==> config.mk <==
export PLATFORM = sky130hd
export DESIGN_NAME = ahb_lane_writer
export DESIGN_NICKNAME = d
export VERILOG_FILES = /design/src/rtl/ahb_lane_pkg.sv /design/src/rtl/ahb_lane_capture.sv /design/src/rtl/ahb_lane_decode.sv /design/src/rtl/ahb_lane_store.sv /design/src/rtl/ahb_lane_writer.sv
export SDC_FILE = /design/constraint.sdc
export NUM_CORES = 1
export LEC_CHECK = 0
export BUFFER_PORTS_ARGS = -buffer_cell sky130_fd_sc_hd__clkbuf_2
export CORE_MARGIN = 1
export CORE_UTILIZATION = 38
export CTS_CLUSTER_DIAMETER = 30
export CTS_CLUSTER_SIZE = 24
export DETAILED_ROUTE_END_ITERATION = 8
export GPL_TIMING_DRIVEN = 0
export PLACE_DENSITY = 0.53
export SETUP_SLACK_MARGIN = 0.1
export SYNTH_ARGS = -nofsm -noshare
export SYNTH_HDL_FRONTEND = slang
export SYNTH_SLANG_ARGS = --single-unit
==> constraint.sdc <==
create_clock -name clk -period 2.8 [get_ports clk]
set_input_delay 0.56 -clock clk [delete_from_list [all_inputs] [get_ports clk]]
set_output_delay 0.56 -clock clk [all_outputs]
set_load 0.02 [all_outputs]
==> src/rtl/ahb_lane_pkg.sv <==
package ahb_lane_pkg;

    typedef enum logic [1:0] {
        TR_IDLE   = 2'b00,
        TR_BUSY   = 2'b01,
        TR_NONSEQ = 2'b10,
        TR_SEQ    = 2'b11
    } trans_e;

    localparam logic RESP_OKAY = 1'b0;

    function automatic logic is_transfer(input logic [1:0] tr);
        return (tr == TR_NONSEQ) || (tr == TR_SEQ);
    endfunction

endpackage

==> src/rtl/ahb_lane_capture.sv <==
module ahb_lane_capture #(
    parameter int ADDR_W = 6,
    parameter int SIZE_W = 3
) (
    input  logic              clk,
    input  logic              rst_n,
    input  logic              hsel,
    input  logic              hready,
    input  logic [1:0]        htrans,
    input  logic              hwrite,
    input  logic [ADDR_W-1:0] haddr,
    input  logic [SIZE_W-1:0] hsize,
    output logic              dp_valid,
    output logic [ADDR_W-1:0] dp_addr,
    output logic [SIZE_W-1:0] dp_size
);
    import ahb_lane_pkg::*;

    typedef struct packed {
        logic              vld;
        logic [ADDR_W-1:0] addr;
        logic [SIZE_W-1:0] size;
    } ctl_t;

    ctl_t ctl_d, ctl_q;

    always_comb begin
        ctl_d = ctl_q;
        if (hready) begin
            ctl_d.vld  = hsel && hwrite && is_transfer(htrans);
            ctl_d.addr = haddr;
            ctl_d.size = hsize;
        end
    end

    always_ff @(posedge clk or negedge rst_n) begin
        if (!rst_n) ctl_q <= '0;
        else        ctl_q <= ctl_d;
    end

    assign dp_valid = ctl_q.vld;
    assign dp_addr  = ctl_q.addr;
    assign dp_size  = ctl_q.size;

    // a stalled data phase keeps its controls
    a_r10_hold_when_stalled: assert property (@(posedge clk) disable iff (!rst_n)
        !hready |=> $stable(ctl_q));

endmodule

==> src/rtl/ahb_lane_decode.sv <==
module ahb_lane_decode #(
    parameter int LANES  = 4,
    parameter int SIZE_W = 3
) (
    input  logic                       clk,
    input  logic                       rst_n,
    input  logic                       dp_valid,
    input  logic                       hready,
    input  logic [$clog2(LANES)-1:0]   lane_off,
    input  logic [SIZE_W-1:0]          dp_size,
    input  logic [LANES-1:0]           hwstrb,
    output logic                       wr_en,
    output logic [LANES-1:0]           lane_act,
    output logic [LANES-1:0]           be,
    output logic                       sparse
);
    localparam int LB = $clog2(LANES);

    logic [SIZE_W-1:0] sz_eff;

    always_comb begin
        sz_eff = (dp_size > SIZE_W'(LB)) ? SIZE_W'(LB) : dp_size;
    end

    for (genvar i = 0; i < LANES; i++) begin : g_lane
        localparam logic [LB-1:0] LIDX = LB'(i);
        always_comb begin
            lane_act[i] = (((LIDX ^ lane_off) >> sz_eff) == '0);
        end
    end

    always_comb begin
        wr_en  = dp_valid && hready;
        be     = wr_en ? (lane_act & hwstrb) : '0;
        sparse = wr_en && ((lane_act & ~hwstrb) != '0);
    end

    // a byte-size write enables at most one lane
    a_r1_byte_single_lane: assert property (@(posedge clk) disable iff (!rst_n)
        (wr_en && dp_size == '0) |-> ($countones(be) <= 1));

endmodule

==> src/rtl/ahb_lane_store.sv <==
module ahb_lane_store #(
    parameter int DATA_W = 32,
    parameter int DEPTH  = 16
) (
    input  logic                     clk,
    input  logic                     rst_n,
    input  logic                     wr_en,
    input  logic [DATA_W/8-1:0]      be,
    input  logic [$clog2(DEPTH)-1:0] idx,
    input  logic [DATA_W-1:0]        wdata,
    input  logic [$clog2(DEPTH)-1:0] tap_idx,
    output logic [DATA_W-1:0]        tap_word
);
    localparam int LANES = DATA_W / 8;

    typedef struct packed {
        logic [DEPTH-1:0][DATA_W-1:0] mem;
    } st_t;

    st_t st_d, st_q;
    logic [DATA_W-1:0] bit_mask;

    for (genvar l = 0; l < LANES; l++) begin : g_mask
        assign bit_mask[l*8 +: 8] = {8{be[l]}};
    end

    always_comb begin
        st_d = st_q;
        if (wr_en) begin
            st_d.mem[idx] = (st_q.mem[idx] & ~bit_mask) | (wdata & bit_mask);
        end
    end

    always_ff @(posedge clk or negedge rst_n) begin
        if (!rst_n) st_q <= '0;
        else        st_q <= st_d;
    end

    assign tap_word = st_q.mem[tap_idx];

    // bytes without an enable keep their value
    a_r5_other_lanes_kept: assert property (@(posedge clk) disable iff (!rst_n)
        wr_en |=> (((st_q.mem[$past(idx)] ^ $past(st_q.mem[idx])) & ~$past(bit_mask)) == '0));

    // enabled bytes take the write data
    a_r2_enabled_written: assert property (@(posedge clk) disable iff (!rst_n)
        wr_en |=> ((st_q.mem[$past(idx)] & $past(bit_mask)) == ($past(wdata) & $past(bit_mask))));

endmodule

==> src/rtl/ahb_lane_writer.sv <==
module ahb_lane_writer #(
    parameter int DATA_W = 32,
    parameter int DEPTH  = 16,
    parameter int SIZE_W = 3,
    localparam int LANES  = DATA_W / 8,
    localparam int LB     = $clog2(LANES),
    localparam int IDX_W  = $clog2(DEPTH),
    localparam int ADDR_W = IDX_W + LB
) (
    input  logic              clk,
    input  logic              rst_n,
    input  logic              hsel,
    input  logic [ADDR_W-1:0] haddr,
    input  logic [1:0]        htrans,
    input  logic              hwrite,
    input  logic [SIZE_W-1:0] hsize,
    input  logic              hready,
    input  logic [DATA_W-1:0] hwdata,
    input  logic [LANES-1:0]  hwstrb,
    output logic              hreadyout,
    output logic              hresp,
    output logic              wr_en,
    output logic [LANES-1:0]  wr_be,
    output logic              sparse,
    input  logic [IDX_W-1:0]  tap_idx,
    output logic [DATA_W-1:0] tap_word
);
    import ahb_lane_pkg::*;

    logic              dp_valid;
    logic [ADDR_W-1:0] dp_addr;
    logic [SIZE_W-1:0] dp_size;
    logic [LANES-1:0]  lane_act;

    assign hreadyout = 1'b1;
    assign hresp     = RESP_OKAY;

    ahb_lane_capture #(.ADDR_W(ADDR_W), .SIZE_W(SIZE_W)) u_capture (
        .clk(clk), .rst_n(rst_n), .hsel(hsel), .hready(hready),
        .htrans(htrans), .hwrite(hwrite), .haddr(haddr), .hsize(hsize),
        .dp_valid(dp_valid), .dp_addr(dp_addr), .dp_size(dp_size)
    );

    ahb_lane_decode #(.LANES(LANES), .SIZE_W(SIZE_W)) u_decode (
        .clk(clk), .rst_n(rst_n), .dp_valid(dp_valid), .hready(hready),
        .lane_off(dp_addr[LB-1:0]), .dp_size(dp_size), .hwstrb(hwstrb),
        .wr_en(wr_en), .lane_act(lane_act), .be(wr_be), .sparse(sparse)
    );

    ahb_lane_store #(.DATA_W(DATA_W), .DEPTH(DEPTH)) u_store (
        .clk(clk), .rst_n(rst_n), .wr_en(wr_en), .be(wr_be),
        .idx(dp_addr[ADDR_W-1:LB]), .wdata(hwdata),
        .tap_idx(tap_idx), .tap_word(tap_word)
    );

    // never stalls, never errors
    a_r7_ready_okay: assert property (@(posedge clk) disable iff (!rst_n)
        hreadyout && (hresp == RESP_OKAY));

    // a write enable follows a qualifying address phase
    a_r6_write_needs_request: assert property (@(posedge clk) disable iff (!rst_n)
        (wr_en && $past(hready)) |-> $past(hsel && hwrite && is_transfer(htrans)));

    // sparse flag only inside a write data phase
    a_r4_sparse_in_write: assert property (@(posedge clk) disable iff (!rst_n)
        sparse |-> wr_en);

    // all strobes high is never sparse
    a_r3_full_strobe_plain: assert property (@(posedge clk) disable iff (!rst_n)
        (wr_en && hwstrb == '1) |-> !sparse);

    // an enabled lane is always an active lane
    a_r5_be_in_active: assert property (@(posedge clk) disable iff (!rst_n)
        (wr_be & ~lane_act) == '0);

endmodule

==> flow_metrics.py <==
metrics = {
    "run_status": {
        "status": "finished with violations",
        "violations": "negative setup slack",
    },
    "drt": {
        "route.antenna.remaining_nets": 0,
        "vias": 22184,
        "drcViolationCount": 0,
        "viasPerCell": 6.10,
        "drt-initial-drc-count": 2590,
        "wl_um": 106000,
        "post_drt_wl_per_cell_um": 29.1,
        "drtPass1Iterations": 6,
    },
    "pwr": {
        "power_frac_clock": 0.513,
        "leakagePower_nw": 16.0,
        "ir_drop_mv": 0.661,
        "switching_share": 0.278,
        "power_frac_comb": 0.176,
        "p_int_mw": 22.0,
        "p_per_area_nw_per_um2": 844,
        "power_switching_mw": 8.46,
        "seq_power_share": 0.311,
    },
    "worst_setup_path": {
        "cp-end-kind": "primary output",
        "cp-start-kind": "register",
        "crit_fanout": 3,
        "crit_arrival_ps": 2430,
        "cp_data_required_time_ps": 2240,
        "worstSetupPathType": "register to primary output",
    },
    "placement": {
        "io_buffers": 89,
        "place.gp.congestion": 0.917,
        "dp_slack_ps": -1130,
        "placed_area_um2": 29600,
        "hpwl_um": 71600,
    },
    "logic_synthesis": {
        "synth_area_leader_cell": "dfrtp_1",
        "yosysWarningCount": 0,
        "synth_commonest_cells": "522 x dfrtp_1, 273 x nand2_1, 230 x mux4_2",
        "synth_seq_area_share": 0.469,
        "synthesis.nets": 2271,
        "synth_edf_count": 0,
        "async_reset_ff_frac": 1.00,
        "synthCells": 2215,
        "synth_area_um2": 27900,
        "synth_top_area_frac": 0.469,
        "syn_avg_cell_area_um2": 12.6,
        "synth-main-ff-cell": "dfrtp_1",
        "synth.distinct_cells": 52,
        "synth.most_common_cell": "dfrtp_1",
        "synth_area_leaders": "dfrtp_1 47%, mux4_2 19%, mux2_2 6.8%",
        "ys_seq_elements": 522,
    },
    "sta": {
        "layout_setup_ws_ps": -188,
        "layout_min_cycle_time_ps": 2990,
        "hold_viol": 0,
        "drv_slew": 0,
        "setup_viol": 32,
        "relSlewSlack": 0.331,
        "max_freq_mhz": 335,
        "fin_worst_skew_ps": 27.4,
        "worst-slew-pin-transition_ps": 1000,
        "rsz0062_at_grt": "yes",
        "tns_ps": -3410,
        "fin_crit_sh": 1.07,
    },
    "flow_run": {
        "max_cap_viol_count": 0,
    },
    "global_route": {
        "grt_pass1_wl_um": 155000,
        "grt_pass1_vias": 22443,
        "grt_max_degree": 114,
        "grt.total_usage": 0.288,
        "antenna_found_initial": 6,
        "grt_overflow_total": 0,
    },
    "floorplan": {
        "die_y_um": 273,
        "core-area_um2": 72000,
        "dieArea_um2": 74400,
        "ioPinCount": 96,
        "die_x_um": 273,
        "initial_core_util": 0.387,
        "rows": 98,
    },
    "layout": {
        "fin_nets": 2633,
        "nFillCells": 6139,
        "stdcell_area_um2": 36100,
        "syn_to_final_growth_pct": 29.4,
        "final_layout_size_suffix_gt1_frac": 0.399,
        "post-route-util": 0.501,
    },
    "clock_tree": {
        "clk_path_buf_depth": 3,
        "cts_buffers": 131,
        "clkSinkCount": 522,
        "cts_tree": "built",
        "clock_latency_ps": 730,
        "cts_max_level": 4,
        "clk_pin_slew_ps": 40,
        "root_buffer": "clkbuf_16",
    },
    "min_path": {
        "hold_path.class": "input pin to register",
    },
}
## power groups by stage
stage / clock network [mW] / registers [mW] / logic (mW)
6_report: 15.6 / 9.45 / 5.36
5_1_grt: 16.2 / 9.56 / 5.69
4_1_cts: 15.7 / 9.41 / 5.12
3_5_place_dp: 0 / 9.57 / 4.58
3_3_place_gp: 0 / 9.52 / 4.45
2_1_floorplan: 0 / 9.24 / 3.27
## flip-flops by register name, summed over array words and instances, names as in the netlist
signal              cells
u_capture.dp_size       3
u_store.st_q          512
u_capture.dp_addr       6
u_capture.dp_valid      1
## layer usage
metal  GRT usage  up-vias  part of all wire
met4       0.140        2             0.045
li1            -     9101                 -
met2       0.422     1287              0.45
met5           0        -           0.00010
met1       0.390    11517              0.41
met3      0.0854      277              0.10
## worst max-delay path, cell delays in order (launching register included)
cell and delay (ps):
dfrtp_1 380, mux4_2 620, mux4_2 550, buf_8 150
## repair_timing
action	4_1_cts	5_1_grt
setup endpoints to repair	231	326
buffers inserted	95	39
resized for setup	169	101
pin swaps	5	7
hold buffers	1	0
hold endpoints to repair	54	0
## through the flow
step           std cells  hold WS (ps)  power [mW]
5_1_grt             3634          69.3        31.4
6_report            3636          59.7        30.4
3_5_place_dp        3259           486        14.1
4_1_cts             3595          35.4        30.3
2_1_floorplan       2215           264        12.5
3_3_place_gp        3254           475        14.0
## path summary, 6_finish.rpt
kind                                      startpoint                   end  slack (ps)  cells after the start
worst max register to register  u_capture.dp_addr[3]     u_store.st_q[383]         130                      9
worst max-delay path               u_store.st_q[118]          tap_word[22]        -190                      3
min in group asynchronous                      rst_n     u_store.st_q[506]         370                      2
worst min-delay path                        haddr[1]  u_capture.dp_addr[1]          60                      3
worst min register to register     u_store.st_q[242]     u_store.st_q[242]         500                      2
max in group asynchronous                      rst_n     u_store.st_q[470]         860                      4
## logic make-up (layout without fill, tap and decap cells)
group,count (synthesis),after routing,synth area share
other cells,2,4,0.000270
flops,522,522,0.469
simple gates,529,529,0.0811
buf+inv,189,658,0.0351
compound gates,488,488,0.112
mux,485,485,0.303
## cell type report
class	instances	area (um2)	share of cell area
inverter	5	38.8	0.00108
sequential	522	13100	0.362
clock buffer	173	3680	0.102
timing repair buffer	229	1930	0.0535
clock inverter	67	916	0.0254
multi-input combinational	1504	13900	0.386
buffer	184	1320	0.0366
tap	950	1190	0.0330
antenna	2	5.00	0.000139
## placed cells by master, fill, tap and decap left out, types with 11 or more instances in the layout
master / Yosys / layout
dfrtp_1: 522 / 522
nand2_1: 273 / 272
mux4_2: 230 / 230
o21ai_0: 195 / 195
mux2_2: 168 / 168
nor2_1: 159 / 153
buf_4: 13 / 149
clkbuf_16: 0 / 133
a21oi_1: 114 / 112
clkbuf_1: 87 / 78
clkbuf_2: 0 / 65
mux2i_1: 57 / 57
o21ai_1: 47 / 47
buf_2: 63 / 43
a31oi_1: 32 / 32
buf_8: 3 / 31
clkbuf_8: 0 / 31
mux4_1: 30 / 30
o22ai_1: 29 / 28
buf_6: 10 / 24
nand2b_1: 21 / 21
clkinv_2: 0 / 20
o21bai_4: 16 / 16
a31oi_2: 16 / 16
or3_1: 15 / 15
nor3_1: 20 / 14
o21ai_2: 15 / 14
bufinv_16: 0 / 14
a21oi_4: 12 / 13
buf_12: 2 / 12
clkbuf_4: 0 / 11
inv_6: 0 / 11
Note: power is estimated with default switching activity, not from simulation.
